===== config.mk =====
export PLATFORM = sky130hd
export DESIGN_NAME = irq_present_ctl
export DESIGN_NICKNAME = d
export VERILOG_FILES = /design/src/rtl/ipc_pkg.sv /design/src/rtl/ipc_op_select.sv /design/src/rtl/ipc_prio_judge.sv /design/src/rtl/irq_present_ctl.sv
export SDC_FILE = /design/constraint.sdc
export NUM_CORES = 1
export LEC_CHECK = 0
export ABC_AREA = 1
export BUFFER_PORTS_ARGS = -buffer_cell sky130_fd_sc_hd__buf_2
export CORE_MARGIN = 2
export CORE_UTILIZATION = 25
export DETAILED_ROUTE_END_ITERATION = 8
export SLEW_MARGIN = 25
export SYNTH_ARGS = -nofsm -noshare
export SYNTH_HDL_FRONTEND = slang
export SYNTH_SLANG_ARGS = --single-unit

===== constraint.sdc =====
create_clock -name clk -period 2.33 [get_ports clk]
set_clock_uncertainty 0.1 [all_clocks]
set_input_delay 0.1165 -clock clk [delete_from_list [all_inputs] [get_ports clk]]
set_output_delay 0.1165 -clock clk [all_outputs]
set_load 0.02 [all_outputs]

===== src/rtl/ipc_pkg.sv =====
package ipc_pkg;
    // One operation is carried out per cycle; the order of the enum is not used for precedence.
    typedef enum logic [2:0] {
        OP_IDLE,
        OP_EOI,
        OP_CUR,
        OP_IPI,
        OP_ACK,
        OP_OFFER
    } ipc_op_e;
endpackage


===== src/rtl/ipc_op_select.sv =====
module ipc_op_select
    import ipc_pkg::*;
#(
    parameter int SRC_W = 24
) (
    input  logic             eoi_wr,
    input  logic             cur_prio_wr,
    input  logic             ipi_prio_wr,
    input  logic             ack_rd,
    input  logic             offer_valid,
    input  logic [SRC_W-1:0] offer_src,
    output ipc_op_e          op
);
    always_comb begin
        if (eoi_wr)                              op = OP_EOI;
        else if (cur_prio_wr)                    op = OP_CUR;
        else if (ipi_prio_wr)                    op = OP_IPI;
        else if (ack_rd)                         op = OP_ACK;
        else if (offer_valid && offer_src != '0) op = OP_OFFER;
        else                                     op = OP_IDLE;
    end
endmodule


===== src/rtl/ipc_prio_judge.sv =====
// Decides whether a candidate at cand_prio takes the presentation slot.
module ipc_prio_judge #(
    parameter int PRIO_W = 8,
    parameter int SRC_W  = 24
) (
    input  logic [PRIO_W-1:0] cand_prio,
    input  logic [PRIO_W-1:0] cur_prio,
    input  logic [SRC_W-1:0]  pend_src,
    input  logic [PRIO_W-1:0] pend_prio,
    output logic              win,
    output logic              displace
);
    logic busy_better;
    always_comb begin
        busy_better = (pend_src != '0) && (pend_prio <= cand_prio);
        win         = (cand_prio < cur_prio) && !busy_better;
        displace    = win && (pend_src != '0);
    end
endmodule


===== src/rtl/irq_present_ctl.sv =====
module irq_present_ctl
    import ipc_pkg::*;
#(
    parameter int PRIO_W  = 8,
    parameter int SRC_W   = 24,
    parameter int IPI_SRC = 2
) (
    input  logic                    clk,
    input  logic                    rst_n,
    input  logic                    offer_valid,
    input  logic [SRC_W-1:0]        offer_src,
    input  logic [PRIO_W-1:0]       offer_prio,
    input  logic                    cur_prio_wr,
    input  logic [PRIO_W-1:0]       cur_prio_wdata,
    input  logic                    ipi_prio_wr,
    input  logic [PRIO_W-1:0]       ipi_prio_wdata,
    input  logic                    ack_rd,
    output logic [PRIO_W+SRC_W-1:0] ack_rdata,
    input  logic                    eoi_wr,
    input  logic [PRIO_W+SRC_W-1:0] eoi_wdata,
    output logic                    irq_out,
    output logic                    rej_valid,
    output logic [SRC_W-1:0]        rej_src,
    output logic                    eoi_valid,
    output logic [SRC_W-1:0]        eoi_src,
    output logic                    resend_req
);
    localparam int WORD_W = PRIO_W + SRC_W;
    localparam logic [PRIO_W-1:0] PRIO_OFF = '1;
    localparam logic [SRC_W-1:0]  IPI_ID   = SRC_W'(IPI_SRC);

    typedef struct packed {
        logic [PRIO_W-1:0] cur_prio;
        logic [SRC_W-1:0]  pend_src;
        logic [PRIO_W-1:0] pend_prio;
        logic [PRIO_W-1:0] ipi_prio;
        logic              irq;
        logic              rej_v;
        logic [SRC_W-1:0]  rej_src;
        logic              eoi_v;
        logic [SRC_W-1:0]  eoi_src;
        logic              resend;
    } ipc_state_t;

    ipc_state_t st_q, st_d;
    ipc_op_e    op;

    ipc_op_select #(.SRC_W(SRC_W)) sel_i (
        .eoi_wr      (eoi_wr),
        .cur_prio_wr (cur_prio_wr),
        .ipi_prio_wr (ipi_prio_wr),
        .ack_rd      (ack_rd),
        .offer_valid (offer_valid),
        .offer_src   (offer_src),
        .op          (op)
    );

    // Offer path
    logic offer_win, offer_disp;
    ipc_prio_judge #(.PRIO_W(PRIO_W), .SRC_W(SRC_W)) offer_judge_i (
        .cand_prio (offer_prio),
        .cur_prio  (st_q.cur_prio),
        .pend_src  (st_q.pend_src),
        .pend_prio (st_q.pend_prio),
        .win       (offer_win),
        .displace  (offer_disp)
    );

    // IPI priority write path
    logic ipiw_win, ipiw_disp;
    ipc_prio_judge #(.PRIO_W(PRIO_W), .SRC_W(SRC_W)) ipi_wr_judge_i (
        .cand_prio (ipi_prio_wdata),
        .cur_prio  (st_q.cur_prio),
        .pend_src  (st_q.pend_src),
        .pend_prio (st_q.pend_prio),
        .win       (ipiw_win),
        .displace  (ipiw_disp)
    );

    // Resend path: runs only with nothing pending, against the new current priority
    logic [PRIO_W-1:0] resend_cur;
    logic              rs_win, rs_disp;
    assign resend_cur = (op == OP_EOI) ? eoi_wdata[WORD_W-1 -: PRIO_W] : cur_prio_wdata;
    ipc_prio_judge #(.PRIO_W(PRIO_W), .SRC_W(SRC_W)) resend_judge_i (
        .cand_prio (st_q.ipi_prio),
        .cur_prio  (resend_cur),
        .pend_src  ('0),
        .pend_prio (PRIO_OFF),
        .win       (rs_win),
        .displace  (rs_disp)
    );

    logic do_resend;

    always_comb begin
        st_d         = st_q;
        st_d.rej_v   = 1'b0;
        st_d.rej_src = '0;
        st_d.eoi_v   = 1'b0;
        st_d.eoi_src = '0;
        st_d.resend  = 1'b0;
        do_resend    = 1'b0;

        unique case (op)
            OP_EOI: begin
                st_d.cur_prio = eoi_wdata[WORD_W-1 -: PRIO_W];
                st_d.eoi_v    = 1'b1;
                st_d.eoi_src  = eoi_wdata[SRC_W-1:0];
                do_resend     = (st_q.pend_src == '0);
            end
            OP_CUR: begin
                st_d.cur_prio = cur_prio_wdata;
                if (cur_prio_wdata < st_q.cur_prio) begin
                    if (st_q.pend_src != '0 && cur_prio_wdata <= st_q.pend_prio) begin
                        st_d.pend_src = '0;
                        st_d.irq      = 1'b0;
                        st_d.rej_v    = 1'b1;
                        st_d.rej_src  = st_q.pend_src;
                    end
                end else begin
                    do_resend = (st_q.pend_src == '0);
                end
            end
            OP_IPI: begin
                st_d.ipi_prio = ipi_prio_wdata;
                if (ipiw_win) begin
                    if (ipiw_disp) begin
                        st_d.rej_v   = 1'b1;
                        st_d.rej_src = st_q.pend_src;
                    end
                    st_d.pend_src  = IPI_ID;
                    st_d.pend_prio = ipi_prio_wdata;
                    st_d.irq       = 1'b1;
                end
            end
            OP_ACK: begin
                st_d.cur_prio = st_q.pend_prio;
                st_d.pend_src = '0;
                st_d.irq      = 1'b0;
            end
            OP_OFFER: begin
                if (offer_win) begin
                    if (offer_disp) begin
                        st_d.rej_v   = 1'b1;
                        st_d.rej_src = st_q.pend_src;
                    end
                    st_d.pend_src  = offer_src;
                    st_d.pend_prio = offer_prio;
                    st_d.irq       = 1'b1;
                end else begin
                    st_d.rej_v   = 1'b1;
                    st_d.rej_src = offer_src;
                end
            end
            default: ;
        endcase

        if (do_resend) begin
            if (rs_win && !rs_disp) begin
                st_d.pend_src  = IPI_ID;
                st_d.pend_prio = st_q.ipi_prio;
                st_d.irq       = 1'b1;
            end
            st_d.resend = 1'b1;
        end
    end

    always_ff @(posedge clk) begin
        if (!rst_n) begin
            st_q           <= '0;
            st_q.pend_prio <= PRIO_OFF;
            st_q.ipi_prio  <= PRIO_OFF;
        end else begin
            st_q <= st_d;
        end
    end

    assign ack_rdata  = {st_q.cur_prio, st_q.pend_src};
    assign irq_out    = st_q.irq;
    assign rej_valid  = st_q.rej_v;
    assign rej_src    = st_q.rej_src;
    assign eoi_valid  = st_q.eoi_v;
    assign eoi_src    = st_q.eoi_src;
    assign resend_req = st_q.resend;
endmodule


Yosys cells after proc, flatten, opt, wreduce, memory -nomap -nowiden
Index checks and enable logic that the tools add are counted.
- flip-flop bits (word level): 100
- output and inout port bits: 84
- logic and storage cells: 67
- magnitude comparators: 7
- equal/unequal tests: 5
- muxes and demuxes: 30
- reduce and logical (&&, ||, !) cells: 15
- operators by type and width (operator ; count):
    2-to-1 mux 32 bit ; 4
    2-to-1 mux 25 bit ; 4
    case mux 24 bit (4 select lines) ; 1
    2-to-1 mux 26 bit ; 3
    case mux 25 bit (3 select lines) ; 1
    2-to-1 mux 24 bit ; 2
    nonzero test 24 bit ; 2
    less-than comparator 8 bit ; 4
    less-or-equal comparator 8 bit ; 3
    logical NOT 24 bit ; 1
    case mux 8 bit (3 select lines) ; 1
    case mux 8 bit (2 select lines) ; 1
    2-to-1 mux 3 bit ; 5
    logical AND 1 bit ; 8
    2-to-1 mux 8 bit ; 1
    == test 3 x 2 -> 1 bit, second input constant ; 2
    == test 3 bit, second input constant ; 2
    2-to-1 mux 1 bit ; 5
    case mux 1 bit (4 select lines) ; 1
    == test 3 x 1 -> 1 bit, second input constant ; 1
    nonzero test 3 bit ; 1
    logical NOT 1 bit ; 2
    case mux 1 bit (2 select lines) ; 1
    AND reduction 2 bit ; 1

Logic depth before layout (Yosys ltp)
Gate-level depths: netlist of the first run.
- depth in word-level cells: 12
- mapped depth: 19
- depth with buffers taken out: 18

By module
From an unflattened synthesis of the first run, not the netlist that was laid out.
- cell total of the unflattened synthesis: 1193
- area total of the unflattened synthesis: 7722.4 µm²
- by module, submodules not included (module ; instances ; cells an instance ; area an instance (µm²) ; seq. area each (µm²)):
    irq_present_ctl ; 1 ; 879 ; 6033.3 ; 2001.9
    ipc_prio_judge ; 3 ; 93 ; 518.0 ; 0.0
    ipc_op_select ; 1 ; 35 ; 135.1 ; 0.0

Least setup slack after synthesis of the first run
No wires, ideal clock.
- path kind: register to register
- start: reg st_q (netlist bit ack_rdata[27])
- end: reg st_q (netlist bit ack_rdata[23])
- data arrival time: 1.989 ns
- data required time: 2.102 ns
- path slack: 0.114 ns
- stages on the path, launching flop included: 12
- cell sequence: dfxtp_1 -> inv_1 -> ha_1 -> a21oi_1 -> o21ai_0 -> a21oi_2 -> clkbuf_1 -> nand3_1 -> nand3_1 -> nand4_1 -> o21ai_0 -> nor2_1
- cells in the longest elaborated chain, start to end: 6
- elaborated cells on any way between the ends: 13
- those cells by class: order compare (3); mux (8); reduce/logical (2)
- RTL lines (element ; line ; source):
    start: declaration ; irq_present_ctl.sv:45 ; ipc_state_t st_q, st_d;
    start signal: assignment ; irq_present_ctl.sv:174 ; st_q <= st_d;
    less-than comparator 8 bit ; ipc_prio_judge.sv:16 ; win = (cand_prio < cur_prio) && !busy_better;
    logical AND 1 bit ; ipc_prio_judge.sv:16 ;
    2-to-1 mux 32 bit (on tied branches) ; irq_present_ctl.sv:142, irq_present_ctl.sv:126 ;
    case mux 24 bit (4 select lines) ; irq_present_ctl.sv:104 ; unique case (op)
    2-to-1 mux 32 bit ; irq_present_ctl.sv:159 ; if (rs_win && !rs_disp) begin
    2-to-1 mux 32 bit (*) ; irq_present_ctl.sv:158 ; if (do_resend) begin
Every way passes the cells marked *; elsewhere a longest branch is shown, timed or not.
A chain may end at the register's enable or synchronous reset.

Final worst setup path of the first run
- start: reg, netlist name st_q[63]
- end: reg st_q (netlist bit rej_src[4])
- cells in the longest elaborated chain, start to end: 8
- elaborated cells on any way between the ends: 19
- those cells by class: order compare (3); mux (7); reduce/logical (9)
- RTL lines (element ; line ; source):
    less-or-equal comparator 8 bit ; ipc_prio_judge.sv:15 ; busy_better = (pend_src != '0) && (pend_prio <= cand_prio);
    logical AND 1 bit ; ipc_prio_judge.sv:15 ;
    logical NOT 1 bit ; ipc_prio_judge.sv:16 ;
    logical AND 1 bit ; ipc_prio_judge.sv:16 ;
    logical AND 1 bit ; ipc_prio_judge.sv:17 ; displace = win && (pend_src != '0);
    2-to-1 mux 25 bit (on tied branches) ; irq_present_ctl.sv:143, irq_present_ctl.sv:127 ;
    2-to-1 mux 25 bit or 2-to-1 mux 26 bit (tied branches) ; irq_present_ctl.sv:142, irq_present_ctl.sv:126 ;
    case mux 25 bit (3 select lines) (*) ; irq_present_ctl.sv:104 ;
Marked as above.

==> results by stage, run 1 <==
Worst setup path:
- Counting stages on the worst path, the most repeated cell is nand2_1.
- STA classifies the critical path endpoint as a flip-flop.
- In this design, the stage delay of the slowest critical-path cell is slightly below 0.4 ns.
- The gate family responsible for the most delay along the worst path is buffers and inverters.
- The signal on the critical path passes through inv_1 > ha_1 > nand2_1 > inv_1 > o21ai_1 > nand2_1 > nand2_1 > nand2_1 > a21oi_4 > buf_12 > buf_6 > clkbuf_16 > nand4_1 > nand3_1 > nand2_1 > inv_1.
- At the worst endpoint, the required time is roughly 2.5 ns.
- The worst setup path is launched from a flip-flop.
- The number of buffers and inverters on the critical path is 6.
- Data arrives at the worst endpoint at between 2 and 2.5 ns.
- The critical setup path kind is flip-flop to flip-flop.
- The biggest fanout along the worst timing path is 15.
- For this design, the slowest cell found on the critical path is dfxtp_2.

Global route:
- The number of antenna violations at the first check in global routing is 0.
- The largest net degree at the start of global routing is 61.
- The total global routing overflow is 0.
- The first global-routing pass estimated 39600 microns of wire.
- In the global route stage, overall resource usage came out at 0.1728.
- The via count of the first global-routing pass came to 7363.

STA:
- The worst relative slew slack is 0.5868.
- The transition at the pin with the smallest max-transition slack is between 0.6 and 0.7 ns.
- The final-report hold violation count is 0.
- Setup repair after global routing could not meet its margin everywhere.
- Static timing analysis puts the maximum clock frequency at ~0.45 GHz.
- The post-layout minimum cycle time is 2.245 ns.
- The post-route worst hold slack is 0.01569 ns.
- The final-report setup violation count is 0.
- The number of pins with negative max-slew slack in the final report is 0.
- The share of the cycle needed by the critical path after routing is 0.9635.

Floorplan:
- In this run the core area contains 60 standard-cell rows.
- The x dimension of the die is about 170 microns.
- The placeable core area is about 0.027 sq mm.
- The die boundary height is 169.7 microns.
- The number of placed I/O pins is approximately 170.
- The die covers roughly 0.029 sq mm.
- The starting density of the core is 0.2547.

Pwr:
- The standby leakage power is around 4.7 nW.
- The share of total power dissipated in combinational logic is 0.366.
- The worst ir drop on vdd is about 0.00033 V.
- The switching power summed over all nets is between 1.5 and 2 mW.
- The internal portion of total power is roughly 3.3 mW.
- The power density over the cells is 560.5 mW/mm^2.
- The share of total power dissipated in the clock network is 0.283.
- The switching power as a share of total power is 0.3762.
- Of the total power, registers draw 0.351.
- The completed layout was analyzed and its total power is 5.271 mW.

Synthesis:
- The gate count after technology mapping is a little over 1000.
- By area, the combinational part of the netlist is dominated by simple AND/OR/NAND/NOR gates.
- By area the synthesized netlist is led by dfxtp_1, nand3_1, ha_1.
- Of the total synthesized cell area, the portion taken by full adders, half adders and majority gates is 0.09479.
- The post-synthesis cell type with the largest combined area is dfxtp_1.
- The share of synthesized registers carrying an async set or reset is 0.
- Each instance of the synthesized netlist takes up on average between 6 and 7 sq um.
- The XOR/XNOR share of the synthesized area is 0.
- Of the total synthesized cell area, the portion taken by AND, OR, NAND and NOR gates is 0.3514.
- The number of nets handed over by synthesis was about 1200.
- The cell area that synthesis handed to floorplanning was roughly 0.0069 sq mm.
- The number of library cell types mapped by synthesis is 30.
- By instance count, the leading cell after synthesis is nand2_1.
- The most common flop cell mapped by yosys is dfxtp_1.
- By count the netlist is led by nand2_1, nand3_1, inv_1, dfxtp_1, nor2_1.
- Of the post-synthesis cell area, the dominant cell type holds 0.2917.
- The synthesized design contains 100 register bits.
- The total of warnings raised by yosys is 0.
- The compound-cell area share of the yosys netlist is 0.1478.
- The sequential share of the synthesized area is 0.2917.
- The synthesized design contains 0 enable-type register cells.
- Of the post-synthesis cell area, the part taken by muxes is 0.

Clock tree:
- TritonCTS built the clock tree.
- No sink is reached through more buffers than the 2 on the longest clock path.
- After clock tree synthesis, the clock-pin slew on the worst setup and hold paths is approximately 0.080 ns.
- CTS saw 100 sinks.
- The cell at the root of the clock tree is clkbuf_16.
- TritonCTS created 9 clock buffers.
- At the later pin of the worst-skew pair, clock insertion delay measures approximately 0.36 ns.
- CTS built an H-tree with a depth of 3.

Placement:
- The global placer's final weighted congestion is around 0.86.
- The count of input and output buffers is 170.
- The detailed placer's ending HPWL is around 18000 microns.
- In this run the cell area measured after placement is around 0.0085 sq mm.

Detailed routing:
- The aggregate routed wire length is about 26000 microns.
- For this run, design rule violations remaining after detail routing come to 0.
- The number of vias after detailed routing is about 8000.
- The number of iterations in the first detailed-routing pass is 6.
- In the routed layout, each cell is associated on average with a via count of ~5.
- The remaining antenna violation count is 0.
- In the final routed layout, each cell accounts on average for between 15 and 20 microns.
- The initial detailed-routing violation count is between 800 and 900.

Cells and area:
- The layout overhead on the synthesized area is 37.00%.
- The final-stage net count is 1390.
- The number of inserted filler cells in the final layout is about 2900.
- The number of antenna diodes in the final layout is 0.
- Summing all non-filler instances in the final layout gives an area of 0.009404 sq mm.
- The share of post-route cells with drive strength above 1 is 0.2558.

Min path:
- The path class of the tightest hold or removal check is input pin to flip-flop.

Run:
- The reported max-cap violation count is 0.

Run status:
- The run finished with clean final reports.
## layer usage
metal	vias up	share of wire	global-route usage
li1	3947	-	-
met1	3677	0.44	0.2320
met2	331	0.48	0.2930
met3	22	0.074	0.02752
met4	0	0.012	0.03493
met5	-	0	0
## power groups by stage
stage	combinational [mW]	clock (mW)	sequential (mW)
after global placement	1.63	0	1.88
final	1.93	1.49	1.85
after global routing	2.11	1.60	1.86
after detailed placement	1.65	0	1.89
after floorplan	0.887	0	1.98
after CTS	1.69	1.54	1.85
## placed cells by master (no fill, tap or decap), drive strengths merged
cell type / n
clkinv: 5
dlygate4sd3: 26
o21bai: 1
o211ai: 31
ha: 52
a21oi: 63
or2: 7
dfxtp: 100
nand4: 75
nand3b: 22
o21ai: 79
a22oi: 1
clkbuf: 15
nor3: 1
o21a: 5
nor2: 90
inv: 131
clkinvlp: 1
buf: 239
nand3: 137
nand2: 174
## through the flow
stage | std cells | setup WS (ns) | TNS, ns | util
floorplan | 1033 | 0.1137 | 0 | -
global placement | 1545 | -0.04947 | -0.1243 | 0.3152
detailed placement | 1545 | -0.06363 | -0.2038 | 0.3152
CTS | 1586 | 0.008667 | 0 | 0.3351
global route | 1596 | -0.02525 | -0.2023 | 0.3489
finish | 1596 | 0.08494 | 0 | 0.3489
## cells by family after synthesis
logic type               count (synthesis)
AO/OA/AOI/OAI                          180
flip-flops                             100
buffers and inverters                  195
adder cells (fa/ha/maj)                 52
AND/OR/NAND/NOR                        506
## worst reg2reg max path, stage by stage, from the launching register on
cell	delay, ns
dfxtp_2	0.39
inv_1	0.07
ha_1	0.30
nand2_1	0.07
inv_1	0.05
o21ai_1	0.07
nand2_1	0.06
nand2_1	0.05
nand2_1	0.08
a21oi_4	0.18
buf_12	0.14
buf_6	0.11
clkbuf_16	0.17
nand4_1	0.10
nand3_1	0.10
nand2_1	0.05
inv_1	0.09
## sequential cells by signal, indices dropped and copies added (netlist names)
signal	cells
ack_rdata	32
eoi_src	24
eoi_valid	1
irq_out	1
rej_src	24
rej_valid	1
resend_req	1
st_q	16
## repair_timing
item | 4_1_cts | 5_1_grt
resized for setup | 0 | 50
hold buffers | 26 | 0
endpoints found under the hold margin | 26 | 0
setup endpoints to repair | 0 | 58
setup buffers | 0 | 4
## area by class of cell
| class | count | area (sq um) | area share |
|---|---|---|---|
| multi-input combinational | 738 | 4233 | 0.4501 |
| sequential | 100 | 2013 | 0.2141 |
| timing repair buffer | 271 | 1952 | 0.2076 |
| inverter | 131 | 504.2 | 0.05362 |
| tap | 341 | 426.7 | 0.04537 |
| clock buffer | 9 | 225.2 | 0.02395 |
| clock inverter | 6 | 50.05 | 0.005322 |
## final timing paths
| check | from | endpoint | slack (ns) | cells past startpoint |
|---|---|---|---|---|
| setup / recovery | st_q[63]$_SDFF_PN1_ | rej_src[4]$_SDFF_PN0_ | 0.08 | 16 |
| hold / removal | eoi_wdata[28] | ack_rdata[28]$_SDFFE_PN0P_ | 0.02 | 4 |
| setup reg to reg | st_q[63]$_SDFF_PN1_ | rej_src[4]$_SDFF_PN0_ | 0.08 | 16 |
| hold reg to reg | st_q[52]$_SDFFE_PN1P_ | st_q[52]$_SDFFE_PN1P_ | 0.41 | 2 |
Note: power is estimated with default switching activity, not from simulation.
==> run 2: changes to the inputs <==
--- a/config.mk
+++ b/config.mk
@@ -7,9 +7,11 @@
 export LEC_CHECK = 0
 export ABC_AREA = 1
 export BUFFER_PORTS_ARGS = -buffer_cell sky130_fd_sc_hd__buf_2
+export CORE_ASPECT_RATIO = 0.75
 export CORE_MARGIN = 2
 export CORE_UTILIZATION = 25
 export DETAILED_ROUTE_END_ITERATION = 8
+export PLACE_DENSITY = 0.56
 export SLEW_MARGIN = 25
 export SYNTH_ARGS = -nofsm -noshare
 export SYNTH_HDL_FRONTEND = slang
==> constraint.sdc (replaced) <==
create_clock -name clk -period 2.7 [get_ports clk]
set_clock_uncertainty 0.1 [all_clocks]
set_input_delay 0.135 -clock clk [delete_from_list [all_inputs] [get_ports clk]]
set_output_delay 0.135 -clock clk [all_outputs]
set_load 0.02 [all_outputs]
==> run 2 against run 1 <==
Against the previous run:
- worst hold slack lost 0.0036 ns
- critical endpoint is now rej_src[3]$_SDFF_PN0_
- clock power grew 3%
- global-route usage grew 0.81 points
- sequential share of layout area grew 1.5 points
- sequential power shrank 12%
- routed wire length grew 1.2%
- count of clock-buffer cells in the layout is the same
- maximum frequency shrank 10%
- non-clock buffer count shrank 43
- worst setup slack gained 0.11 ns
- largest cell class unchanged
- die area is essentially flat
- cell count shrank 1.9%
==> results by stage, run 2 (synthesis gave the netlist of run 1 again) <==
Cells and area:
- The share of post-route cells with drive strength above 1 came to 0.2094 (-0.04638).
- The final-stage net count came to 1347 (-3.1%).
- The register cell area after layout is 0.002002 sq mm (-0.56%).
- In the layout the commonest cells are buf_2, nand2_1, nand3_1.
- The layout overhead on the synthesized area is 27.51%.
- The flip-flop count of the largest register after layout was 32 (unchanged).
- The number of inserted filler cells in the final layout is 2912 (+1.1%).
- Leaving out fill and tap cells, the most frequent cell in the layout is buf_2.
- The area of the multi-input gates is 0.004106 sq mm (-3.0%).

Pwr:
- The power density over the cells is 514.2 mW/mm^2 (-8.3%).
- The standby leakage power was 4.424 nW (-6.2%).
- The worst ir drop on vdd is 0.0003671 V (+13%).

Floorplan:
- The starting density of the core is 0.2542 (-0.0004721).
- The die boundary height came to 147.5 microns (-13%).
- The x dimension of the die is 195.3 microns (+15%).
- The cell row count is 52 (-13%).
- The number of placed I/O pins is 171 (unchanged).
- The placeable core area was 0.02700 sq mm (+0.19%).
- The die outline area was 0.02881 sq mm (about the same).

Global route:
- The total global-route track usage is 0.1809 (+0.008095).
- The wire length of the first global-routing pass is 41010 microns (+3.6%).
- The largest net degree at the start of global routing was 51 (-16%).
- The number of antenna violations at the first check in global routing is 2 (+2).
- The most used routing layer is met2.
- The via count of the first global-routing pass came to 7244 (-1.6%).
- The global routing usage on met1 is 0.2627 (+0.03075).
- The total global routing overflow is 0 (unchanged).
- The met2 global-route usage is 0.2675 (-0.02549).
- The global routing met3 resource utilization is 0.04221 (+0.01469).

Placement:
- The detailed placer's ending HPWL came to 18920 microns (+6.4%).
- The pre-CTS setup slack is 0.1037 ns (+0.1674 ns).
- The count of input and output buffers is 170 (unchanged).
- The global placer's final weighted congestion is 0.9124 (+6.4%).

STA:
- The worst setup slack after layout came to 0.1935 ns (+0.1085 ns).
- The worst relative slew slack was 0.4459 (-0.1409).
- The total negative setup slack was 0 ns (unchanged).
- The share of the cycle needed by the critical path after routing was 0.9283 (-0.03520).
- The transition at the pin with the smallest max-transition slack is 0.8291 ns (+0.2093 ns).
- The fmax is 0.3990 GHz (-10%).
- The final-report hold violation count is 0 (unchanged).
- The final-report setup violation count is 0 (unchanged).
- The number of pins with negative max-slew slack in the final report is 0 (unchanged).
- Setup repair after global routing left no endpoint under its margin.
- The post-layout minimum cycle time is 2.507 ns (+0.2615 ns).

Clock tree:
- The clock transition at the registers of the reported paths is 0.08 ns (about the same).
- The H-tree depth is 3 (unchanged).
- The buffer depth of the longest clock path is 2 (unchanged).
- The number of clock sinks came to 100 (unchanged).
- In this run the clock root is driven by a clkbuf_16.
- The clock latency at the later pin of the worst-skew pair is 0.37 ns (about the same).
- The total clock buffers created by CTS is 9 (unchanged).
- The CTS tree is built.
- The post-CTS setup-driven buffer insertion count was 0 (unchanged).

Worst setup path:
- The kind of start point of the critical path is a flip-flop.
- The biggest fanout along the worst timing path was 16 (+1).
- The required time of the critical path is 2.91 ns (+0.37 ns).
- STA classifies the critical path endpoint as a flip-flop.
- The largest incremental delay on the critical path is 0.35 ns (-0.04 ns).
- The worst register-to-register path begins at ack_rdata[31]$_SDFFE_PN0P_.
- The critical path goes through inv_1 > ha_1 > a21oi_1 > o21ai_0 > a21oi_4 > nand2_4 > nor2_4 > buf_4 > nand3_1 > nand3_1 > nand2_1 > inv_1.
- The slowest stage of the critical path is the dfxtp_1 cell.
- The arrival time of data at the critical path endpoint is 2.72 ns (+0.27 ns).
- In this run the worst setup path begins at ack_rdata[31]$_SDFFE_PN0P_.
- The critical setup path kind is flip-flop to flip-flop.

Detailed routing:
- The number of vias after detailed routing is 7736 (-3.0%).
- The initial detailed-routing violation count is 708 (-13%).
- The number of iterations in the first detailed-routing pass is 5 (-1).
- The ratio of routed vias to standard cells is 4.940 (-1.2%).
- The wire length per cell is 16.78 microns (+3.1%).
- The post-route DRC violation count is 0 (unchanged).
- The aggregate routed wire length is 26280 microns (+1.2%).
- The remaining antenna violation count came to 0 (unchanged).

Run:
- The reported max-cap violation count is 0 (unchanged).

Min path:
- The path type of the worst min-delay path is input pin to flip-flop.
- The startpoint of the lowest-slack hold path is ipi_prio_wdata[0].

Run status:
- The flow ran to the end, and the final reports show no timing, DRC or antenna violations.
## run 2: changes by cell type in the layout (fill, tap and decap cells not counted), sizes merged
| cell | delta |
|---|---|
| buf | -35 |
| clkbuf | -6 |
| clkinv | -3 |
| inv | +3 |
| clkinvlp | -1 |
| diode | +2 |
| bufinv | +2 |
| dlygate4sd3 | -2 |
## run 2: final timing paths
path | to | slack [ns] | cells past startpoint
min | st_q[52]$_SDFFE_PN1P_ | 0.01 | 3
max reg2reg | rej_src[3]$_SDFF_PN0_ | 0.19 | 12
min reg2reg | ack_rdata[26]$_SDFFE_PN0P_ | 0.46 | 2
max | rej_src[3]$_SDFF_PN0_ | 0.19 | 12
## run 2: layout make-up
type	instances	area share
tap	351	0.05018
inverter	131	0.05618
multi-input combinational	738	0.4692
clock buffer	9	0.02573
clock inverter	7	0.01272
timing repair buffer	228	0.1567
sequential	100	0.2287
antenna	2	0.0005718
## run 2: power by group
part / total (mW) / leakage, nW / internal, mW / switching [mW]
combinational: 1.34 / 3.44 / 0.448 / 0.896
sequential: 1.63 / 0.819 / 1.55 / 0.0804
clock: 1.53 / 0.166 / 0.839 / 0.690
## run 2: layer usage
layer | vias up | share of wire
li1 | 3857 | -
met1 | 3571 | 0.50
met3 | 23 | 0.063
met5 | - | 0
met4 | 0 | 0.017
met2 | 285 | 0.42
## run 2: critical path: cells and delay by family (launching register included)
| kind | cells | cell delay [ns] |
|---|---|---|
| DFF | 1 | 0.35 |
| AOI/OAI and AO/OA | 3 | 0.66 |
| and+or+nand+nor | 5 | 0.66 |
| buffers and inverters | 3 | 0.35 |
| adders and majority gates | 1 | 0.30 |
## run 2: through the flow
| stage | util | std cells | hold WS, ns | power (mW) | area (sq um) |
|---|---|---|---|---|---|
| detailed placement | 0.3023 | 1524 | 0.2539 | 2.954 | 8163 |
| CTS | 0.3237 | 1564 | 0.0008693 | 4.531 | 8740 |
| floorplan | - | 1033 | 0.1472 | 2.476 | 6864 |
| global route | 0.3241 | 1566 | 0.008926 | 4.755 | 8752 |
| finish | 0.3241 | 1566 | 0.01208 | 4.501 | 8752 |
| global placement | 0.3023 | 1524 | 0.2471 | 2.939 | 8163 |
## run 2: timing repair
item                                    CTS  global route
hold buffers                             24             0
endpoints found under the setup margin    0             2
hold endpoints to repair                 24             0
resized for setup                         0             2
